### src/rtl/cfg_ovr_pkg.sv
package cfg_ovr_pkg;
  localparam int ADDR_W = 8;
  localparam logic [ADDR_W-1:0] A_ID      = 8'h00;
  localparam logic [ADDR_W-1:0] A_HRST    = 8'h01;
  localparam logic [ADDR_W-1:0] A_SEQ     = 8'h02;
  localparam logic [ADDR_W-1:0] A_CKEN    = 8'h03;
  localparam logic [ADDR_W-1:0] A_CKW0    = 8'h04;
  localparam logic [ADDR_W-1:0] A_STAT    = 8'h07;
  localparam logic [ADDR_W-1:0] A_SW_BASE = 8'h10;
  localparam int CK_BYTES = 3;
endpackage

### src/rtl/cfg_sync2.sv
module cfg_sync2 #(
  parameter int W = 64
) (
  input  logic         clk,
  input  logic         rst_n,
  input  logic [W-1:0] d,
  output logic [W-1:0] q
);
  logic [W-1:0] stage1;

  always_ff @(posedge clk or negedge rst_n) begin
    if (!rst_n) begin
      stage1 <= '0;
      q      <= '0;
    end else begin
      stage1 <= d;
      q      <= stage1;
    end
  end
endmodule

### src/rtl/cfg_merge.sv
module cfg_merge #(
  parameter int NUM_GRP = 8,
  parameter int DATA_W  = 8
) (
  input  logic [NUM_GRP*DATA_W-1:0] phys,
  input  logic [NUM_GRP*DATA_W-1:0] val,
  input  logic [NUM_GRP*DATA_W-1:0] en,
  output logic [NUM_GRP*DATA_W-1:0] eff
);
  for (genvar g = 0; g < NUM_GRP; g++) begin : g_grp
    for (genvar b = 0; b < DATA_W; b++) begin : g_bit
      localparam int IDX = g*DATA_W + b;
      assign eff[IDX] = en[IDX] ? val[IDX] : phys[IDX];
    end
  end
endmodule

### src/rtl/cfg_regfile.sv
module cfg_regfile
  import cfg_ovr_pkg::*;
#(
  parameter int                NUM_GRP  = 8,
  parameter int                DATA_W   = 8,
  parameter logic [DATA_W-1:0] ID_VALUE = 8'hA5
) (
  input  logic                        clk,
  input  logic                        rst_n,
  input  logic                        wr_en,
  input  logic [ADDR_W-1:0]           addr,
  input  logic [DATA_W-1:0]           wdata,
  input  logic                        rst_busy,
  output logic [DATA_W-1:0]           rd_data,
  output logic [NUM_GRP*DATA_W-1:0]   sw_val,
  output logic [NUM_GRP*DATA_W-1:0]   sw_en,
  output logic [CK_BYTES*DATA_W-1:0]  ck_word,
  output logic                        ck_valid,
  output logic                        hard_trig,
  output logic                        seq_trig
);
  logic [DATA_W-1:0] hrst_q, seq_q, cken_q;
  logic [DATA_W-1:0] ck_q [CK_BYTES];

  assign hard_trig = wr_en && (addr == A_HRST);
  assign seq_trig  = wr_en && (addr == A_SEQ) && wdata[0] && !seq_q[0];
  assign ck_valid  = cken_q[0];

  always_ff @(posedge clk or negedge rst_n) begin
    if (!rst_n) begin
      hrst_q <= '0;
      seq_q  <= '0;
      cken_q <= '0;
    end else if (wr_en) begin
      if (addr == A_HRST) hrst_q <= wdata;
      if (addr == A_SEQ)  seq_q  <= wdata;
      if (addr == A_CKEN) cken_q <= wdata;
    end
  end

  for (genvar k = 0; k < CK_BYTES; k++) begin : g_ck
    localparam logic [ADDR_W-1:0] A_K = A_CKW0 + ADDR_W'(k);
    always_ff @(posedge clk or negedge rst_n) begin
      if (!rst_n)                      ck_q[k] <= '0;
      else if (wr_en && (addr == A_K)) ck_q[k] <= wdata;
    end
    // byte 0 is the most significant
    assign ck_word[(CK_BYTES-1-k)*DATA_W +: DATA_W] = ck_q[k];
  end

  for (genvar g = 0; g < NUM_GRP; g++) begin : g_sw
    localparam logic [ADDR_W-1:0] A_VAL = A_SW_BASE + ADDR_W'(2*g);
    localparam logic [ADDR_W-1:0] A_ENB = A_SW_BASE + ADDR_W'(2*g + 1);
    always_ff @(posedge clk or negedge rst_n) begin
      if (!rst_n) begin
        sw_val[g*DATA_W +: DATA_W] <= '0;
        sw_en[g*DATA_W +: DATA_W]  <= '0;
      end else if (wr_en) begin
        if (addr == A_VAL) sw_val[g*DATA_W +: DATA_W] <= wdata;
        if (addr == A_ENB) sw_en[g*DATA_W +: DATA_W]  <= wdata;
      end
    end
  end

  always_comb begin
    rd_data = '0;
    if (addr == A_ID)   rd_data = ID_VALUE;
    if (addr == A_HRST) rd_data = hrst_q;
    if (addr == A_SEQ)  rd_data = seq_q;
    if (addr == A_CKEN) rd_data = cken_q;
    if (addr == A_STAT) rd_data = DATA_W'(rst_busy);
    for (int k = 0; k < CK_BYTES; k++) begin
      if (addr == A_CKW0 + ADDR_W'(k)) rd_data = ck_q[k];
    end
    for (int g = 0; g < NUM_GRP; g++) begin
      if (addr == A_SW_BASE + ADDR_W'(2*g))     rd_data = sw_val[g*DATA_W +: DATA_W];
      if (addr == A_SW_BASE + ADDR_W'(2*g + 1)) rd_data = sw_en[g*DATA_W +: DATA_W];
    end
  end
endmodule

### src/rtl/cfg_rst_seq.sv
module cfg_rst_seq #(
  parameter int CFG_W      = 64,
  parameter int RST_CYCLES = 16
) (
  input  logic             clk,
  input  logic             rst_n,
  input  logic             hard_trig,
  input  logic             seq_trig,
  input  logic [CFG_W-1:0] phys_cfg,
  input  logic [CFG_W-1:0] merged_cfg,
  output logic             busy,
  output logic [CFG_W-1:0] boot_cfg
);
  localparam int CNT_W = $clog2(RST_CYCLES + 1);
  logic [CNT_W-1:0] remain;

  assign busy = (remain != '0);

  always_ff @(posedge clk or negedge rst_n) begin
    if (!rst_n) begin
      remain   <= '0;
      boot_cfg <= '0;
    end else if (busy) begin
      remain <= remain - 1'b1;
    end else if (hard_trig || seq_trig) begin
      remain   <= CNT_W'(RST_CYCLES);
      boot_cfg <= hard_trig ? phys_cfg : merged_cfg;
    end
  end
endmodule

### src/rtl/cfg_override_ctrl.sv
module cfg_override_ctrl
  import cfg_ovr_pkg::*;
#(
  parameter int          NUM_GRP    = 8,
  parameter int          DATA_W     = 8,
  parameter int          RST_CYCLES = 16,
  parameter logic [7:0]  ID_VALUE   = 8'hA5
) (
  input  logic                        clk,
  input  logic                        rst_n,
  input  logic                        req_valid,
  output logic                        req_ready,
  input  logic                        req_we,
  input  logic [7:0]                  req_addr,
  input  logic [DATA_W-1:0]           req_wdata,
  output logic                        rsp_valid,
  output logic [DATA_W-1:0]           rsp_data,
  input  logic [NUM_GRP*DATA_W-1:0]   sw_phys,
  output logic [NUM_GRP*DATA_W-1:0]   cfg_eff,
  output logic [NUM_GRP*DATA_W-1:0]   boot_cfg,
  output logic                        board_rst,
  output logic [CK_BYTES*DATA_W-1:0]  clk_word,
  output logic                        clk_word_valid
);
  localparam int CFG_W = NUM_GRP * DATA_W;

  logic [CFG_W-1:0]  phys_s, sw_val, sw_en;
  logic [DATA_W-1:0] rd_data;
  logic              hard_trig, seq_trig, wr_en, rd_en;

  assign req_ready = 1'b1;
  assign wr_en     = req_valid && req_we;
  assign rd_en     = req_valid && !req_we;

  cfg_sync2 #(.W(CFG_W)) u_sync (
    .clk(clk), .rst_n(rst_n), .d(sw_phys), .q(phys_s)
  );

  cfg_regfile #(.NUM_GRP(NUM_GRP), .DATA_W(DATA_W), .ID_VALUE(DATA_W'(ID_VALUE))) u_regs (
    .clk(clk), .rst_n(rst_n), .wr_en(wr_en), .addr(req_addr), .wdata(req_wdata),
    .rst_busy(board_rst), .rd_data(rd_data), .sw_val(sw_val), .sw_en(sw_en),
    .ck_word(clk_word), .ck_valid(clk_word_valid),
    .hard_trig(hard_trig), .seq_trig(seq_trig)
  );

  cfg_merge #(.NUM_GRP(NUM_GRP), .DATA_W(DATA_W)) u_merge (
    .phys(phys_s), .val(sw_val), .en(sw_en), .eff(cfg_eff)
  );

  cfg_rst_seq #(.CFG_W(CFG_W), .RST_CYCLES(RST_CYCLES)) u_rst (
    .clk(clk), .rst_n(rst_n), .hard_trig(hard_trig), .seq_trig(seq_trig),
    .phys_cfg(phys_s), .merged_cfg(cfg_eff), .busy(board_rst), .boot_cfg(boot_cfg)
  );

  always_ff @(posedge clk or negedge rst_n) begin
    if (!rst_n) begin
      rsp_valid <= 1'b0;
      rsp_data  <= '0;
    end else begin
      rsp_valid <= rd_en;
      if (rd_en) rsp_data <= rd_data;
    end
  end
endmodule

### config.mk
export PLATFORM = sky130hd
export DESIGN_NAME = cfg_override_ctrl
export DESIGN_NICKNAME = d
export VERILOG_FILES = /design/src/rtl/cfg_ovr_pkg.sv /design/src/rtl/cfg_sync2.sv /design/src/rtl/cfg_merge.sv /design/src/rtl/cfg_regfile.sv /design/src/rtl/cfg_rst_seq.sv /design/src/rtl/cfg_override_ctrl.sv
export SDC_FILE = /design/constraint.sdc
export NUM_CORES = 1
export LEC_CHECK = 0
export BUFFER_PORTS_ARGS = -buffer_cell sky130_fd_sc_hd__buf_2
export CAP_MARGIN = 40
export CORE_MARGIN = 3
export CORE_UTILIZATION = 55
export CTS_BUF_LIST = sky130_fd_sc_hd__clkbuf_2 sky130_fd_sc_hd__clkbuf_4 sky130_fd_sc_hd__clkbuf_8
export CTS_CLUSTER_DIAMETER = 40
export CTS_CLUSTER_SIZE = 40
export DETAILED_ROUTE_END_ITERATION = 6
export PLACE_DENSITY = 0.85
export SLEW_MARGIN = 20
export SYNTH_ARGS = -nofsm -noshare
export SYNTH_HDL_FRONTEND = slang
export SYNTH_SLANG_ARGS = --single-unit
export TNS_END_PERCENT = 1
### constraint.sdc
create_clock -name clk -period 2.5 [get_ports clk]
set_input_delay 0.125 -clock clk [delete_from_list [all_inputs] [get_ports clk]]
set_output_delay 0.125 -clock clk [all_outputs]
set_load 0.03 [all_outputs]
==> results.sh, run 1 <==
export IMPL_p_leak_uw=0.0102
export IMPL_path_cells="inv_1 -> ha_1 -> nor4b_1 -> inv_1 -> a22oi_1 -> o32ai_1 -> o21ai_0 -> a21oi_1 -> a2bb2oi_1"
export IMPL_clock_latency_ns=0.58
export IMPL_power_total_uw=13100
export IMPL_ys_warnings_count=0
export IMPL_dr_pass1_iters=6
export IMPL_p_per_area_nw_per_um2=654
export IMPL_numClockSinks=382
export IMPL_combPwrFrac_pct=10.0
export IMPL_worst_ep_arrival_time_ns=2.67
export IMPL_grt_overflow_total=0
export IMPL_h_tree_depth=2
export IMPL_synthCells=1264
export IMPL_cap_violations=0
export IMPL_start_util_pct=56.3
export IMPL_dr_first_iter_drc_count=1140
export IMPL_tns_ns=0
export IMPL_totalWireLength_um=47300
export IMPL_crit_path_top_delay_cell="dfrtp_1"
export IMPL_dp_slack_ns=0.276
export IMPL_hold_buffers=65
export IMPL_path_buf_inv=2
export IMPL_crit_top_cell="inv_1"
export IMPL_fmax_ghz=0.448
export IMPL_nFillCells=1989
export IMPL_cts_root_buffer="clkbuf_8"
export IMPL_p_int_uw=9540
export IMPL_async_flop_share_pct=100
export IMPL_antenna_found_initial=0
export IMPL_synth_top_cell_area_share_pct=58.5
export IMPL_slew_violations=0
export IMPL_grt_use_met2_pct=47.1
export IMPL_die_area_um2=31800
export IMPL_critPathLaunchType="flip-flop"
export IMPL_worst_ir_drop_vdd_mv=1.08
export IMPL_viasPerCell=5.98
export IMPL_worstPathRequired_ns=2.94
export IMPL_worstMarginPinSlew_ns=0.627
export IMPL_yosysSeqAreaShare_pct=58.5
export IMPL_synthTopCellsByArea="dfrtp_1, mux2_2, mux2i_1"
export IMPL_pwr_share_seq_pct=50.3
export IMPL_use_met1_pct=41.8
export IMPL_critPathMaxStageDelay_ns=0.41
export IMPL_route_detailed_drc=0
export IMPL_mappedNetlistArea_um2=16300
export IMPL_design_area_um2=20000
export IMPL_ant_nets=0
export IMPL_slew_headroom_pct=58.2
export IMPL_clk_pin_slew_ns=0.10
export IMPL_core_rowCount=62
export IMPL_num_io_pins=248
export IMPL_finalSetupViolations=0
export IMPL_area_delta_synth_final_pct=22.7
export IMPL_timing_final_crit_share_pct=89.3
export IMPL_setup_ws_ns=0.268
export IMPL_nets=1693
export IMPL_status="complete, no violations"
export IMPL_clock_skew_ns=0.0358
export IMPL_swShare_pct=27.1
export IMPL_fp_dieH_um=178
export IMPL_cts_resized=0
export IMPL_syn_avg_cell_area_um2=12.9
export IMPL_final_util_pct=69.1
export IMPL_p_sw_uw=3560
export IMPL_rsz0062_at_grt="false"
export IMPL_crit_fanout=4
export IMPL_power_frac_clock_pct=39.6
export IMPL_hold_viol_final=0
export IMPL_regArea_um2=9560
export IMPL_grt_pass1_wl_um=72500
export IMPL_crit_type="flip-flop to flip-flop"
export IMPL_yosysTopAreaCell="dfrtp_1"
export IMPL_synthFlopType="dfrtp_1"
export IMPL_gp_congestion=0.999
export IMPL_grt_usage_pct=29.6
export IMPL_ys_ff_latch=382
export IMPL_place_area_um2=18300
export IMPL_cts_tree="done"
export IMPL_drive_gt1_share_pct=41.2
export IMPL_end_kind="flip-flop"
export IMPL_crit_family="compound AO/OA/AOI/OAI gates"
export IMPL_fp_dieW_um=178
export IMPL_diodes=0
export IMPL_vias=12100
export IMPL_post_drt_wl_per_cell_um=23.4
export IMPL_dpl_hpwl_um=31400
export IMPL_multiInputGateArea_um2=6400
export IMPL_synth_net_count=1350
export IMPL_fin_crit_ns=2.23
export IMPL_grt_pass1_vias=12500
export IMPL_portBuffers=246
export IMPL_hold_class="primary input to async pin"
export IMPL_grt_max_degree=95
export IMPL_cts_buffer_depth=3
export IMPL_rrSetupSlack_ns=0.27
export IMPL_core_um2=29000
export IMPL_grt_busiest_layer="met2"
export IMPL_cts_setup_buffers=0
export IMPL_cts_buffers=44
export IMPL_synthTopCellsByCount="dfrtp_1, mux2_2, nand2_1, mux2i_1, o21ai_0"
export IMPL_ys_types=78
export IMPL_synth_most_common_cell="dfrtp_1"
export IMPL_grt_use_met3_pct=5.32
export IMPL_synth_edf_count=0
[area by class of cell]
class | instances | share of cell area, %
sequential | 382 | 47.7
multi-input combinational | 796 | 31.9
timing repair buffer | 376 | 12.3
clock buffer | 50 | 3.43
tap | 384 | 2.40
clock inverter | 31 | 2.10
inverter | 7 | 0.131
[registers in the layout, indices dropped and copies added, names as in the netlist]
| signal | cells |
|---|---|
| u_regs.sw_en | 64 |
| u_regs.sw_val | 64 |
| u_rst.boot_cfg | 64 |
| u_sync.q | 64 |
| u_sync.stage1 | 64 |
| u_regs.ck_word | 24 |
| rsp_data | 8 |
| u_regs.cken_q | 8 |
| u_regs.hrst_q | 8 |
| u_regs.seq_q | 8 |
| u_rst.remain | 5 |
| rsp_valid | 1 |
[per-stage QoR]
| step | cells | hold slack, ns |
|---|---|---|
| floorplan | 1264 | -0.171 |
| global placement | 1880 | 0.0757 |
| detailed placement | 1880 | 0.0799 |
| CTS | 2026 | 0.0560 |
| global route | 2026 | 0.0813 |
| finish | 2026 | 0.0657 |
[per-layer routing]
| layer | part of all wire, % | vias up |
|---|---|---|
| met4 | 3.2 | 0 |
| met3 | 8.0 | 100 |
| met1 | 42 | 6140 |
| li1 | - | 5259 |
| met5 | 0 | - |
| met2 | 47 | 610 |
[path summary, 6_finish.rpt]
path | startpoint | end | cells after the start
hold / removal | rst_n | u_sync.q[40]$_DFF_PN0_ | 2
setup / recovery | u_rst.remain[0]$_DFFE_PN0P_ | rsp_data[0]$_DFFE_PN0P_ | 9
max in group asynchronous | rst_n | u_rst.boot_cfg[10]$_DFFE_PN0P_ | 3
setup reg to reg | u_rst.remain[0]$_DFFE_PN0P_ | rsp_data[0]$_DFFE_PN0P_ | 9
hold reg to reg | u_sync.stage1[57]$_DFF_PN0_ | u_sync.q[57]$_DFF_PN0_ | 0
min in group clk | req_wdata[0] | u_rst.remain[4]$_DFFE_PN0P_ | 5
[layout by cell type, fill, tap and decap left out, types with 11 or more instances in the layout]
cell	synthesis	layout
dlygate4sd3_1	0	65
mux2_2	240	240
o21ai_0	63	63
a21oi_1	42	42
buf_2	22	244
o21ai_1	24	24
a31oi_1	12	12
nand3_1	12	11
nand2_1	106	105
nor2_1	38	38
mux2i_1	85	85
buf_4	3	59
dfrtp_1	382	382
clkbuf_8	0	50
[cells by family after synthesis]
| kind of cell | Yosys count | synth area share [%] |
|---|---|---|
| AOI/OAI and AO/OA | 233 | 9.21 |
| xor gates and xnor gates | 1 | 0.0536 |
| adders and majority gates | 2 | 0.153 |
| buffers and inverters | 86 | 2.45 |
| DFF | 382 | 58.5 |
| muxes | 333 | 22.5 |
| other | 1 | 0.0230 |
| and+or+nand+nor | 226 | 7.11 |
[power groups by stage]
stage / Clock [µW] / Sequential (µW) / Combinational [µW]
floorplan: 0 / 6710 / 671
global placement: 0 / 6700 / 1180
detailed placement: 0 / 6710 / 1220
CTS: 5240 / 6590 / 1300
global route: 5510 / 6620 / 1410
finish: 5190 / 6600 / 1310
[worst reg2reg max path: stages, from the launching register on]
cell	delay (ns)
dfrtp_1	0.41
inv_1	0.10
ha_1	0.16
nor4b_1	0.35
inv_1	0.17
a22oi_1	0.22
o32ai_1	0.14
o21ai_0	0.32
a21oi_1	0.13
a2bb2oi_1	0.14
No activity file was read; power rests on OpenSTA's default activity.
==> inputs of run 2 (changes only) <==
- GPL_TIMING_DRIVEN: unset -> 0
==> results.sh, run 2 (same netlist as run 1, synthesis figures left out) <==
export IMPL_worstPathRequired_ns=3.01
export IMPL_fin_crit_ns=2.51
export IMPL_place_area_um2=18200
export IMPL_antenna_found_initial=1
export IMPL_violations="negative setup slack"
export IMPL_die_area_um2=31800
export IMPL_p_sw_uw=3600
export IMPL_dr_pass1_iters=5
export IMPL_dp_slack_ns=-0.401
export IMPL_finalSetupViolations=1
export IMPL_grt_overflow_total=0
export IMPL_layout_commonest_cell="dfrtp_1"
export IMPL_worst_ep_arrival_time_ns=3.02
export IMPL_dr_first_iter_drc_count=1076
export IMPL_p_per_area_nw_per_um2=646
export IMPL_ant_nets=0
export IMPL_cts_buffer_depth=3
export IMPL_grt_max_degree=104
export IMPL_num_io_pins=248
export IMPL_area_delta_synth_final_pct=22.3
export IMPL_start_util_pct=56.3
export IMPL_worstMarginPinSlew_ns=0.891
export IMPL_timing_final_crit_share_pct=100
export IMPL_combPwrFrac_pct=10.5
export IMPL_h_tree_depth=2
export IMPL_crit_type="primary input to flip-flop"
export IMPL_power_frac_clock_pct=38.2
export IMPL_cts_buffers=46
export IMPL_core_rowCount=62
export IMPL_p_int_uw=9300
export IMPL_core_um2=29000
export IMPL_vias=12500
export IMPL_numClockSinks=382
export IMPL_layout_common_cells="dfrtp_1, buf_2, mux2_2"
export IMPL_swShare_pct=27.9
export IMPL_viasPerCell=6.09
export IMPL_nets=1723
export IMPL_slew_headroom_pct=39.9
export IMPL_crit_fanout=10
export IMPL_cts_root_buffer="clkbuf_8"
export IMPL_post_drt_wl_per_cell_um=26.1
export IMPL_status="finished with violations"
export IMPL_final_util_pct=68.9
export IMPL_cap_violations=0
export IMPL_totalWireLength_um=53800
export IMPL_route_detailed_drc=0
export IMPL_drive_gt1_share_pct=39.0
export IMPL_cts_tree="done"
export IMPL_grt_pass1_wl_um=80200
export IMPL_worst_ir_drop_vdd_mv=0.477
export IMPL_slew_violations=0
export IMPL_dpl_hpwl_um=37100
export IMPL_critPathLaunchType="primary input"
export IMPL_p_leak_uw=0.0100
export IMPL_gp_congestion=1.00
export IMPL_clock_skew_ns=0.0324
export IMPL_hold_slack_ns=0.0664
export IMPL_hold_class="primary input to async pin"
export IMPL_fp_dieH_um=178
export IMPL_setup_ws_ns=-0.00552
export IMPL_rsz0062_at_grt="false"
export IMPL_fp_dieW_um=178
export IMPL_clock_latency_ns=0.59
export IMPL_design_area_um2=20000
export IMPL_grt_usage_pct=33.6
export IMPL_clk_pin_slew_ns=0.09
export IMPL_portBuffers=246
export IMPL_fmax_ghz=0.399
export IMPL_grt_pass1_vias=13100
export IMPL_pwr_share_seq_pct=51.3
export IMPL_hold_viol_final=0
export IMPL_end_kind="flip-flop"
run 2: cell count changes in the layout (fill, tap and decap cells not counted), sizes merged:
cell and change:
clkinvlp +1, dlygate4sd3 +8, buf -23, bufinv -3
diode +1, clkbuf +48, clkinv +2, inv -2
run 2: critical path, cell delays in order:
cell	delay, ns
buf_2	0.16
buf_2	0.38
buf_4	0.32
buf_2	0.39
buf_4	0.29
a21oi_1	0.11
o41ai_1	0.82
a21oi_1	0.22
o21ai_1	0.18
run 2: layout make-up:
class | count | area (µm²)
Clock inverter | 29 | 305
Sequential cell | 382 | 9560
Tap cell | 384 | 480
Inverter | 7 | 26.3
Timing Repair Buffer | 325 | 2100
Buffer | 79 | 374
Fill cell | 2009 | 9030
Clock buffer | 55 | 732
Antenna cell | 1 | 2.50
Multi-Input combinational cell | 796 | 6400
run 2: per-stage QoR:
| stage | cells | power (µW) | setup TNS [ns] |
|---|---|---|---|
| after detailed placement | 1899 | 7950 | -25.22 |
| final | 2058 | 12900 | -0.00552 |
| after CTS | 2056 | 12900 | 0 |
| after global routing | 2057 | 13300 | 0 |
| after global placement | 1894 | 7880 | -2200.69 |
| after floorplan | 1264 | 7380 | 0 |
run 2: final timing paths:
check / startpoint / end / slack, ns / cells past startpoint
max in group asynchronous: rst_n / u_sync.stage1[3]$_DFF_PN0_ / 0.96 / 5
setup / recovery: req_addr[0] / rsp_data[3]$_DFFE_PN0P_ / -0.006 / 9
hold / removal: rst_n / u_regs.sw_en[45]$_DFFE_PN0P_ / 0.07 / 2
hold reg to reg: u_sync.stage1[5]$_DFF_PN0_ / u_sync.q[5]$_DFF_PN0_ / 0.34 / 0
min in group clk: req_addr[3] / u_regs.seq_q[3]$_DFFE_PN0P_ / 0.14 / 4
setup reg to reg: u_rst.remain[0]$_DFFE_PN0P_ / u_rst.boot_cfg[10]$_DFFE_PN0P_ / 0.19 / 7
run 2: timing repair:
item | CTS | global route
gates resized for setup | 1 | 3
hold buffers | 73 | 0
endpoints found under the hold margin | 331 | 0
setup buffers | 0 | 0
endpoints found under the setup margin | 44 | 12
pin swaps | 0 | 0
run 2: routing by layer:
metal | global-route usage, % | up-vias | part of all wire [%]
met1 | 45.8 | 6427 | 41
li1 | - | 5339 | -
met4 | 11.6 | 0 | 3.4
met3 | 7.75 | 112 | 8.7
met5 | 0 | - | 0
met2 | 53.5 | 658 | 47
run 2: power groups by stage:
stage,clock network (µW),registers [µW],logic [µW]
floorplan,0,6710,671
global placement,0,6700,1180
detailed placement,0,6720,1240
CTS,4930,6600,1330
global route,5210,6640,1450
finish,4930,6620,1360
